[config.mk]
export PLATFORM = sky130hd
export DESIGN_NAME = stat_irq_ctrl
export DESIGN_NICKNAME = d
export VERILOG_FILES = /design/src/rtl/stat_irq_pkg.sv /design/src/rtl/sticky_flags.sv /design/src/rtl/host_regs.sv /design/src/rtl/irq_merge.sv /design/src/rtl/stat_irq_ctrl.sv
export SDC_FILE = /design/constraint.sdc
export NUM_CORES = 1
export LEC_CHECK = 0
export BUFFER_PORTS_ARGS = -buffer_cell sky130_fd_sc_hd__buf_2
export CAP_MARGIN = 0
export CORE_MARGIN = 2
export CORE_UTILIZATION = 40
export DETAILED_ROUTE_END_ITERATION = 10
export PLACE_DENSITY = 0.67
export SLEW_MARGIN = 10
export SYNTH_ARGS = -nofsm -noshare
export SYNTH_HDL_FRONTEND = slang
export SYNTH_SLANG_ARGS = --single-unit
[constraint.sdc]
create_clock -name clk -period 1.2 [get_ports clk]
set_clock_uncertainty 0.15 [all_clocks]
set_input_delay 0 -clock clk [delete_from_list [all_inputs] [get_ports clk]]
set_output_delay 0 -clock clk [all_outputs]
set_load 0.01 [all_outputs]
[src/rtl/stat_irq_pkg.sv]
package stat_irq_pkg;
  localparam int DATA_W = 8;
  localparam int ADDR_W = 2;

  // status / mask bit positions (mask bit n enables status bit n)
  localparam int BIT_TXAV  = 0;
  localparam int BIT_EXNAK = 1;
  localparam int BIT_RECON = 2;
  localparam int BIT_NEWNX = 3;
  localparam int BIT_RXINH = 7;
  localparam logic [DATA_W-1:0] DEF_MASK = 8'h8F;

  // command bits written to the command address
  localparam int CMD_GEN = 0;
  localparam int CMD_POR = 1;

  // sticky flag indices
  localparam int SF_RECON  = 0;
  localparam int SF_EXNAK  = 1;
  localparam int SF_NEWNX  = 2;
  localparam int NUM_STICKY = 3;

  typedef enum logic [ADDR_W-1:0] {
    A_STAT = 2'd0,
    A_MASK = 2'd1,
    A_CMD  = 2'd2,
    A_NXID = 2'd3
  } reg_addr_e;
endpackage

[src/rtl/sticky_flags.sv]
module sticky_flags #(
  parameter int N = 3
) (
  input  logic         clk,
  input  logic         rst_n,
  input  logic [N-1:0] set_i,
  input  logic [N-1:0] clr_i,
  output logic [N-1:0] q
);
  logic [N-1:0] q_nxt;

  for (genvar i = 0; i < N; i++) begin : g_flag
    // set takes priority so an event coinciding with a clear survives
    always_comb begin
      q_nxt[i] = set_i[i] | (q[i] & ~clr_i[i]);
    end

    always_ff @(posedge clk or negedge rst_n) begin
      if (!rst_n) begin
        q[i] <= 1'b0;
      end else begin
        q[i] <= q_nxt[i];
      end
    end
  end
endmodule

[src/rtl/host_regs.sv]
module host_regs
  import stat_irq_pkg::*;
#(
  parameter int DW = DATA_W,
  parameter int AW = ADDR_W,
  parameter int NS = NUM_STICKY
) (
  input  logic          clk,
  input  logic          rst_n,
  input  logic          wr,
  input  logic          rd,
  input  logic [AW-1:0] addr,
  input  logic [DW-1:0] wdata,
  input  logic [DW-1:0] status,
  input  logic [DW-1:0] next_id,
  output logic [DW-1:0] mask_q,
  output logic [NS-1:0] clr,
  output logic [DW-1:0] rdata
);
  logic          cmd_wr;
  logic          mask_we;
  logic [DW-1:0] mask_nxt;
  logic [DW-1:0] rd_mux;
  logic [DW-1:0] rdata_nxt;

  always_comb begin
    cmd_wr   = wr && (addr == A_CMD);
    mask_we  = wr && (addr == A_MASK);
    mask_nxt = mask_we ? (wdata & DEF_MASK) : mask_q;

    clr            = '0;
    clr[SF_RECON]  = cmd_wr && (wdata[CMD_GEN] || wdata[CMD_POR]);
    clr[SF_EXNAK]  = cmd_wr && wdata[CMD_POR];
    clr[SF_NEWNX]  = rd && (addr == A_NXID);

    case (addr)
      A_STAT:  rd_mux = status;
      A_MASK:  rd_mux = mask_q;
      A_NXID:  rd_mux = next_id;
      default: rd_mux = '0;
    endcase
    rdata_nxt = rd ? rd_mux : rdata;
  end

  always_ff @(posedge clk or negedge rst_n) begin
    if (!rst_n) begin
      mask_q <= '0;
      rdata  <= '0;
    end else begin
      mask_q <= mask_nxt;
      rdata  <= rdata_nxt;
    end
  end
endmodule

[src/rtl/irq_merge.sv]
module irq_merge #(
  parameter int DW = 8
) (
  input  logic          clk,
  input  logic          rst_n,
  input  logic [DW-1:0] status,
  input  logic [DW-1:0] mask,
  output logic          irq_q
);
  logic irq_nxt;

  always_comb begin
    irq_nxt = |(status & mask);
  end

  always_ff @(posedge clk or negedge rst_n) begin
    if (!rst_n) begin
      irq_q <= 1'b0;
    end else begin
      irq_q <= irq_nxt;
    end
  end
endmodule

[src/rtl/stat_irq_ctrl.sv]
module stat_irq_ctrl
  import stat_irq_pkg::*;
(
  input  logic              clk,
  input  logic              rst_n,
  input  logic              ev_recon,
  input  logic              ev_exnak,
  input  logic              ev_newnx,
  input  logic              lvl_rxinh,
  input  logic              lvl_txav,
  input  logic [DATA_W-1:0] next_id,
  input  logic              host_wr,
  input  logic              host_rd,
  input  logic [ADDR_W-1:0] host_addr,
  input  logic [DATA_W-1:0] host_wdata,
  output logic [DATA_W-1:0] host_rdata,
  output logic              irq
);
  logic [NUM_STICKY-1:0] flag_set;
  logic [NUM_STICKY-1:0] flag_clr;
  logic [NUM_STICKY-1:0] flag_q;
  logic [DATA_W-1:0]     status;
  logic [DATA_W-1:0]     mask_q;

  always_comb begin
    flag_set           = '0;
    flag_set[SF_RECON] = ev_recon;
    flag_set[SF_EXNAK] = ev_exnak;
    flag_set[SF_NEWNX] = ev_newnx;

    status             = '0;
    status[BIT_TXAV]   = lvl_txav;
    status[BIT_RXINH]  = lvl_rxinh;
    status[BIT_RECON]  = flag_q[SF_RECON];
    status[BIT_EXNAK]  = flag_q[SF_EXNAK];
    status[BIT_NEWNX]  = flag_q[SF_NEWNX];
  end

  sticky_flags #(.N(NUM_STICKY)) u_flags (
    .clk   (clk),
    .rst_n (rst_n),
    .set_i (flag_set),
    .clr_i (flag_clr),
    .q     (flag_q)
  );

  host_regs #(.DW(DATA_W), .AW(ADDR_W), .NS(NUM_STICKY)) u_regs (
    .clk     (clk),
    .rst_n   (rst_n),
    .wr      (host_wr),
    .rd      (host_rd),
    .addr    (host_addr),
    .wdata   (host_wdata),
    .status  (status),
    .next_id (next_id),
    .mask_q  (mask_q),
    .clr     (flag_clr),
    .rdata   (host_rdata)
  );

  irq_merge #(.DW(DATA_W)) u_irq (
    .clk    (clk),
    .rst_n  (rst_n),
    .status (status),
    .mask   (mask_q),
    .irq_q  (irq)
  );
endmodule

==> qor.yml, run 1 <==
clock_tree:
  clock_sinks: 17
  cts_buffer_depth: 2
  cts_buffers: 3
  cts_tree: "done"
  clk_pin_slew_ns: 0.10
  cts_root_buf: "clkbuf_4"
  insertion_delay_ns: 0.29
  htreeDepth: 1
global_route:
  gr-total-overflow: 0
  first_global_vias: 847
  grt_pass1_wl_mm: 3.57
  use_met2: 0.331
  antenna_found_initial: 0
  top_usage_layer: "met2"
  grt_start_max_net_pins: 19
  grt.met3_usage: 0.0424
  grt_usage: 0.191
  grt_util_met1: 0.211
yosys:
  synth_area_leaders: "dfrtp_1 51%, mux2_2 6.7%, nand4bb_1 6.7%"
  synth_edf_count: 0
  yosysTopAreaCellShare: 0.510
  synth_top_family_by_area: "simple AND/OR/NAND/NOR gates"
  ys_ff_latch: 17
  synth_nets: 95
  synthCells: 68
  yosys.area_share.simple: 0.165
  ys_seq_area_frac: 0.510
  async_flop_share: 1.00
  synthMuxAreaShare: 0.127
  synth.largest_area_cell: "dfrtp_1"
  synth_adder_area_share: 0
  synth.distinct_cells: 21
  synth-main-ff-cell: "dfrtp_1"
  synth_compound_area_frac: 0.127
  synth_most_common_cell: "dfrtp_1"
  avgSynthCellArea_um2: 12.3
  synth_xor_area_frac: 0
  ys_warn_count: 0
  syn-cell-area_um2: 835
  synth_commonest_cells: "17 x dfrtp_1, 8 x inv_1, 6 x nand2_1"
flow_run:
  max_cap_violations: 0
placed_design:
  place.gp.congestion: 0.755
  port_buffers: 32
  dpl.hpwl_mm: 1.24
setup_path:
  slowest_delay_ns: 0.53
  start_kind: "input port"
  worstPathArrival_ns: 1.20
  crit_path_end_kind: "flop"
  path_max_fanout: 10
  crit_family: "buffers and inverters"
  crit_type: "input port to flop"
  crit_required_ns: 1.23
  cp_slowest_cell: "dlygate4sd3_1"
  cp_num_buf_inv: 2
  worstPathCellList: "dlygate4sd3_1 > buf_2 > nand3b_4 > mux2_2"
sta:
  fin_crit_ns: 1.17
  max_slew.worst_pin.slew_ns: 0.376
  setup_viol: 0
  rsz0062_at_grt: "false"
  fmax_ghz: 0.857
  period_share: 0.972
  slew_viol_final: 0
  hold_violations: 0
  setup_tns_ns: 0
  slew_headroom: 0.749
floorplanning:
  start_util: 0.425
  pin_count: 36
  core_um2: 1960
  rows: 16
  die_h_um: 49.7
  dieArea_um2: 2470
  die_w_um: 49.7
drt:
  totalWireLength_mm: 1.96
  vias_per_cell: 4.95
  drtIter0Drc: 4
  dr.pass1.iters: 4
  drc_errors: 0
  drtAntennaViolNets: 0
  wl_per_cell_um: 12.9
  route.vias.total: 753
pwr:
  cellLeakagePower_uw: 0.000613
  comb_power_share: 0.243
  clockPowerShare: 0.233
  p_switching_uw: 360
  p_total_uw: 1310
  seqPwrFrac: 0.524
  sw_frac_of_total: 0.274
  p_int_uw: 953
  cellPowerDensity_nw_per_um2: 1020
  ir_drop_v: 0.000655
finish:
  antenna_cells: 0
  layout.nets: 153
  syn_to_final_growth_pct: 53.5
  n_fill_cell: 156
  multiInputGateArea_um2: 350
  drive_above_1_share: 0.360
  seqCellArea_um2: 425
status:
  status: "complete, no violations"
min_path:
  min_path_type: "input port to flop"
-- layer usage --
layer  vias to the layer above  part of all wire
met5                         -                 0
met3                         4             0.057
li1                        366                 -
met2                        25              0.51
met1                       358              0.41
met4                         0             0.015
-- cells in the final DEF, fill, tap and decap left out, drive strengths merged --
cell / n
o221ai: 5
nand4bb: 5
dlygate4sd3: 24
nor3b: 1
a222oi: 1
a211o: 1
a22oi: 1
o22ai: 3
mux2i: 5
clkbuf: 4
mux2: 5
buf: 32
clkinv: 1
nand3: 1
dfrtp: 17
o22a: 1
nand3b: 2
nand2: 6
nand2b: 1
inv: 8
a21o: 1
-- area by class of cell --
type,instances,area share
Tap cell,27,0.0264
Clock inverter,1,0.00391
Timing Repair Buffer,57,0.323
Sequential cell,17,0.332
Multi-Input combinational cell,39,0.273
Clock buffer,3,0.0176
Inverter,8,0.0234
-- registers in the layout (all words and copies together) (netlist names) --
name	count
u_regs.mask_q	5
u_irq.irq_q	1
u_regs.rdata	8
u_flags.q	3
-- power by group through the flow --
stage / Clock (µW) / Sequential, µW / Combinational, µW
after floorplan: 0 / 705 / 138
after CTS: 327 / 687 / 318
after global placement: 0 / 694 / 253
after detailed placement: 0 / 698 / 258
after global routing: 350 / 698 / 357
final: 306 / 688 / 319
-- logic make-up (layout without fill, tap and decap cells) --
family / Yosys count / in the layout
compound gates: 13 / 13
buf+inv: 12 / 69
mux: 10 / 10
flops: 17 / 17
simple gates: 16 / 16
-- tightest hold or removal path: cells and delay by family --
| kind | cells | cell delay [ns] |
|---|---|---|
| buf+inv | 2 | 0.62 |
| compound gates | 1 | 0.07 |
-- path summary, 6_finish.rpt --
kind | depth (start not counted) | to | from | slack, ns
min | 3 | u_flags.q[2] | ev_newnx | 0.26
max in group asynchronous | 3 | u_regs.mask_q[0] | rst_n | 0.08
min reg2reg | 1 | u_flags.q[2] | u_flags.q[2] | 0.37
max | 4 | u_regs.mask_q[2] | host_addr[0] | 0.03
max reg2reg | 2 | u_flags.q[0] | u_flags.q[0] | 0.12
min in group asynchronous | 3 | u_regs.rdata[1] | rst_n | 0.54
-- stage by stage --
step,utilization,setup slack (ns),instances,area [µm²],hold slack (ns)
floorplan,-,0.172,68,835,-0.446
global placement,0.513,0.158,124,1010,-0.206
detailed placement,0.513,0.140,124,1010,-0.205
CTS,0.650,0.0208,152,1270,0.257
global route,0.653,0.00141,152,1280,0.268
finish,0.653,0.0333,152,1280,0.264
-- what timing repair did --
item                                    in CTS  in global routing
endpoints found under the setup margin       0                  5
hold buffers                                24                  0
buffers inserted                             0                  0
gates resized for setup                      0                  2
endpoints found under the hold margin       34                  0
Note: power is estimated with default switching activity, not from simulation.
==> inputs of run 2 (changes only) <==
Settings changed: ABC_AREA set to 1, CELL_PAD_IN_SITES_DETAIL_PLACEMENT set to 1, CELL_PAD_IN_SITES_GLOBAL_PLACEMENT set to 1, CORE_UTILIZATION 40 to 31, PLACE_DENSITY 0.67 to 0.74.
==> qor.yml, run 2 <==
status:
  status: "complete, no violations"  # unchanged
clock_tree:
  cts_root_buf: "clkbuf_4"  # unchanged
  clock_sinks: 17  # unchanged
  cts_buffers: 3  # unchanged
  clk_pin_slew_ns: 0.10  # about the same
  cts_tree: "done"  # unchanged
  post_cts_resize_count: 0  # unchanged
  insertion_delay_ns: 0.28  # was 0.29 ns
  cts_buffer_depth: 2  # unchanged
  htreeDepth: 1  # unchanged
setup_path:
  cp_slowest_cell: "dlygate4sd3_1"  # unchanged
  crit_type: "input port to flop"  # unchanged
  worstPathCellList: "buf_2 > dlygate4sd3_1 > nand3_2 > a21o_1"  # was dlygate4sd3_1 > buf_2 > nand3b_4 > mux2_2
  slowest_delay_ns: 0.62  # was 0.53 ns
  r2r_start: "u_regs.mask_q[2]"  # was u_flags.q[0]
  path_max_fanout: 14  # was 10
  reg2regPathDepth: 3  # was 2
  cp_num_buf_inv: 2  # unchanged
  endpoint: "u_flags.q[2]"  # was u_regs.mask_q[2]
  crit_path_start: "host_addr[0]"  # unchanged
  worstPathArrival_ns: 1.14  # was 1.20 ns
  r2r_slack_ns: 0.23  # was 0.12 ns
  cp.depth: 4  # unchanged
  start_kind: "input port"  # unchanged
  worstReg2RegEnd: "u_irq.irq_q"  # was u_flags.q[0]
  crit_family: "buffers and inverters"  # unchanged
  crit_required_ns: 1.24  # was 1.23 ns
  crit_path_end_kind: "flop"  # unchanged
placed_design:
  place.gp.congestion: 0.678  # was 0.755
  dpl.hpwl_mm: 1.48  # was 1.24 mm
  placed_cells: 159  # was 124
  port_buffers: 32  # unchanged
floorplanning:
  pin_count: 36  # unchanged
  core_um2: 2450  # was 1960 µm²
  die_h_um: 54.8  # was 49.7 µm
  dieArea_um2: 3010  # was 2470 µm²
  start_util: 0.326  # was 0.425
  die_w_um: 54.8  # was 49.7 µm
  rows: 18  # was 16
yosys:
  synthCells: 99  # was 68
  synth.distinct_cells: 12  # was 21
  synth_commonest_cells: "35 x nand2_1, 17 x dfrtp_1, 16 x nand3_1, 11 x inv_1, 10 x o21ai_0"  # was 17 x dfrtp_1, 8 x inv_1, 6 x nand2_1
  ys_seq_area_frac: 0.531  # was 0.510
  synth_most_common_cell: "nand2_1"  # was dfrtp_1
  ys_warn_count: 0  # unchanged
  ys_ff_latch: 17  # unchanged
  avgSynthCellArea_um2: 8.09  # was 12.3 µm²
  syn-cell-area_um2: 801  # was 835 µm²
  yosysTopAreaCellShare: 0.531  # was 0.510
  synth.largest_area_cell: "dfrtp_1"  # unchanged
  async_flop_share: 1.00  # unchanged
  synth_edf_count: 0  # unchanged
  synth-main-ff-cell: "dfrtp_1"  # unchanged
  synth_area_leaders: "dfrtp_1 53%, nand2_1 16%, nand3_1 10%"  # was dfrtp_1 51%, mux2_2 6.7%, nand4bb_1 6.7%
  synth_nets: 126  # was 95
sta:
  period_share: 0.916  # was 0.972
  setup_tns_ns: 0  # unchanged
  whs_ns: 0.00698  # was 0.264 ns
  fmax_ghz: 0.910  # was 0.857 GHz
  slew_viol_final: 0  # unchanged
  fin_crit_ns: 1.10  # was 1.17 ns
  max_slew.worst_pin.slew_ns: 0.398  # was 0.376 ns
  setup_viol: 0  # unchanged
  hold_violations: 0  # unchanged
  slew_headroom: 0.735  # was 0.749
  rsz0062_at_grt: "false"  # unchanged
global_route:
  grt_usage: 0.184  # was 0.191
  grt_pass1_wl_mm: 3.83  # was 3.57 mm
  antenna_found_initial: 0  # unchanged
  gr-total-overflow: 0  # unchanged
  first_global_vias: 851  # was 847
  grt_start_max_net_pins: 18  # was 19
drt:
  route.vias.total: 825  # was 753
  drtAntennaViolNets: 0  # unchanged
  vias_per_cell: 4.44  # was 4.95
  wl_per_cell_um: 11.9  # was 12.9 µm
  drtIter0Drc: 0  # was 4
  dr.pass1.iters: 1  # was 4
  drc_errors: 0  # unchanged
  totalWireLength_mm: 2.21  # was 1.96 mm
min_path:
  min_path_type: "input port to asynchronous set/reset pin"  # was input port to flop
flow_run:
  max_cap_violations: 0  # unchanged
finish:
  largest_reg_flops: 8  # unchanged
  syn_to_final_growth_pct: 54.4  # was 53.5%
  mostFrequentLayoutCells: "35 x nand2_1, 32 x buf_2, 23 x dlygate4sd3_1"  # was 31 x buf_2, 24 x dlygate4sd3_1, 17 x dfrtp_1
  top_regs: "u_regs.rdata x8, u_regs.mask_q x5, u_flags.q x3"  # unchanged
  layout.nets: 184  # was 153
  final_common_cell: "nand2_1"  # was buf_2
  drive_above_1_share: 0.244  # was 0.360
  final_cells: 186  # was 152
  antenna_cells: 0  # unchanged
  regMostFlops: "u_regs.rdata"  # unchanged
  n_fill_cell: 318  # was 156
pwr:
  cellLeakagePower_uw: 0.000655  # was 0.000613 µW
  cellPowerDensity_nw_per_um2: 1030  # was 1020 nW/µm²
  ir_drop_v: 0.000660  # was 0.000655 V
[run 2: layer usage]
layer  share of wire  vias up  GRT usage
li1                -      429          -
met3           0.031        2     0.0246
met2            0.50       17      0.302
met5               0        -          0
met4          0.0077        0     0.0750
met1            0.46      377      0.241
[run 2: area by class of cell]
class | count | area [µm²] | share of cell area
sequential | 17 | 425 | 0.344
inverter | 12 | 45.0 | 0.0364
tap | 30 | 37.5 | 0.0304
clock buffer | 4 | 26.3 | 0.0213
multi-input combinational | 68 | 312 | 0.252
timing repair buffer | 55 | 390 | 0.316
[run 2: how the worst min path moves through the flow]
stage          slack, ns  cells after the start         endpoint          from
6_report           0.007                      2  u_regs.rdata[0]         rst_n
5_1_grt             0.02                      4     u_flags.q[0]  host_addr[1]
4_1_cts            0.007                      2  u_regs.rdata[7]         rst_n
3_5_place_dp       -0.20                      1  u_regs.rdata[2]         rst_n
3_3_place_gp       -0.21                      1  u_regs.rdata[0]         rst_n
2_1_floorplan      -0.45                      0     u_flags.q[0]         rst_n
[run 2: repair_timing]
action | 4_1_cts | 5_1_grt
hold endpoints to repair | 34 | 0
hold buffers | 23 | 0
setup buffers | 0 | 0
[run 2: power breakdown]
part	switching (µW)	internal, µW	total, µW
clock network	179	129	308
logic	143	149	292
registers	39.9	637	677
total	362	915	1280
[run 2: kinds of logic after synthesis]
family	count (synthesis)	share of synthesized area
buf+inv	14	0.0797
simple gates	57	0.317
flops	17	0.531
compound gates	11	0.0719
[run 2: per-stage QoR]
step / worst slack, ns / total power (µW) / cell area, µm² / util
detailed placement: 0.202 / 924 / 980 / 0.399
finish: 0.101 / 1280 / 1240 / 0.504
floorplan: 0.310 / 809 / 801 / -
global route: 0.0777 / 1390 / 1240 / 0.504
CTS: 0.124 / 1300 / 1240 / 0.504
global placement: 0.231 / 913 / 980 / 0.399
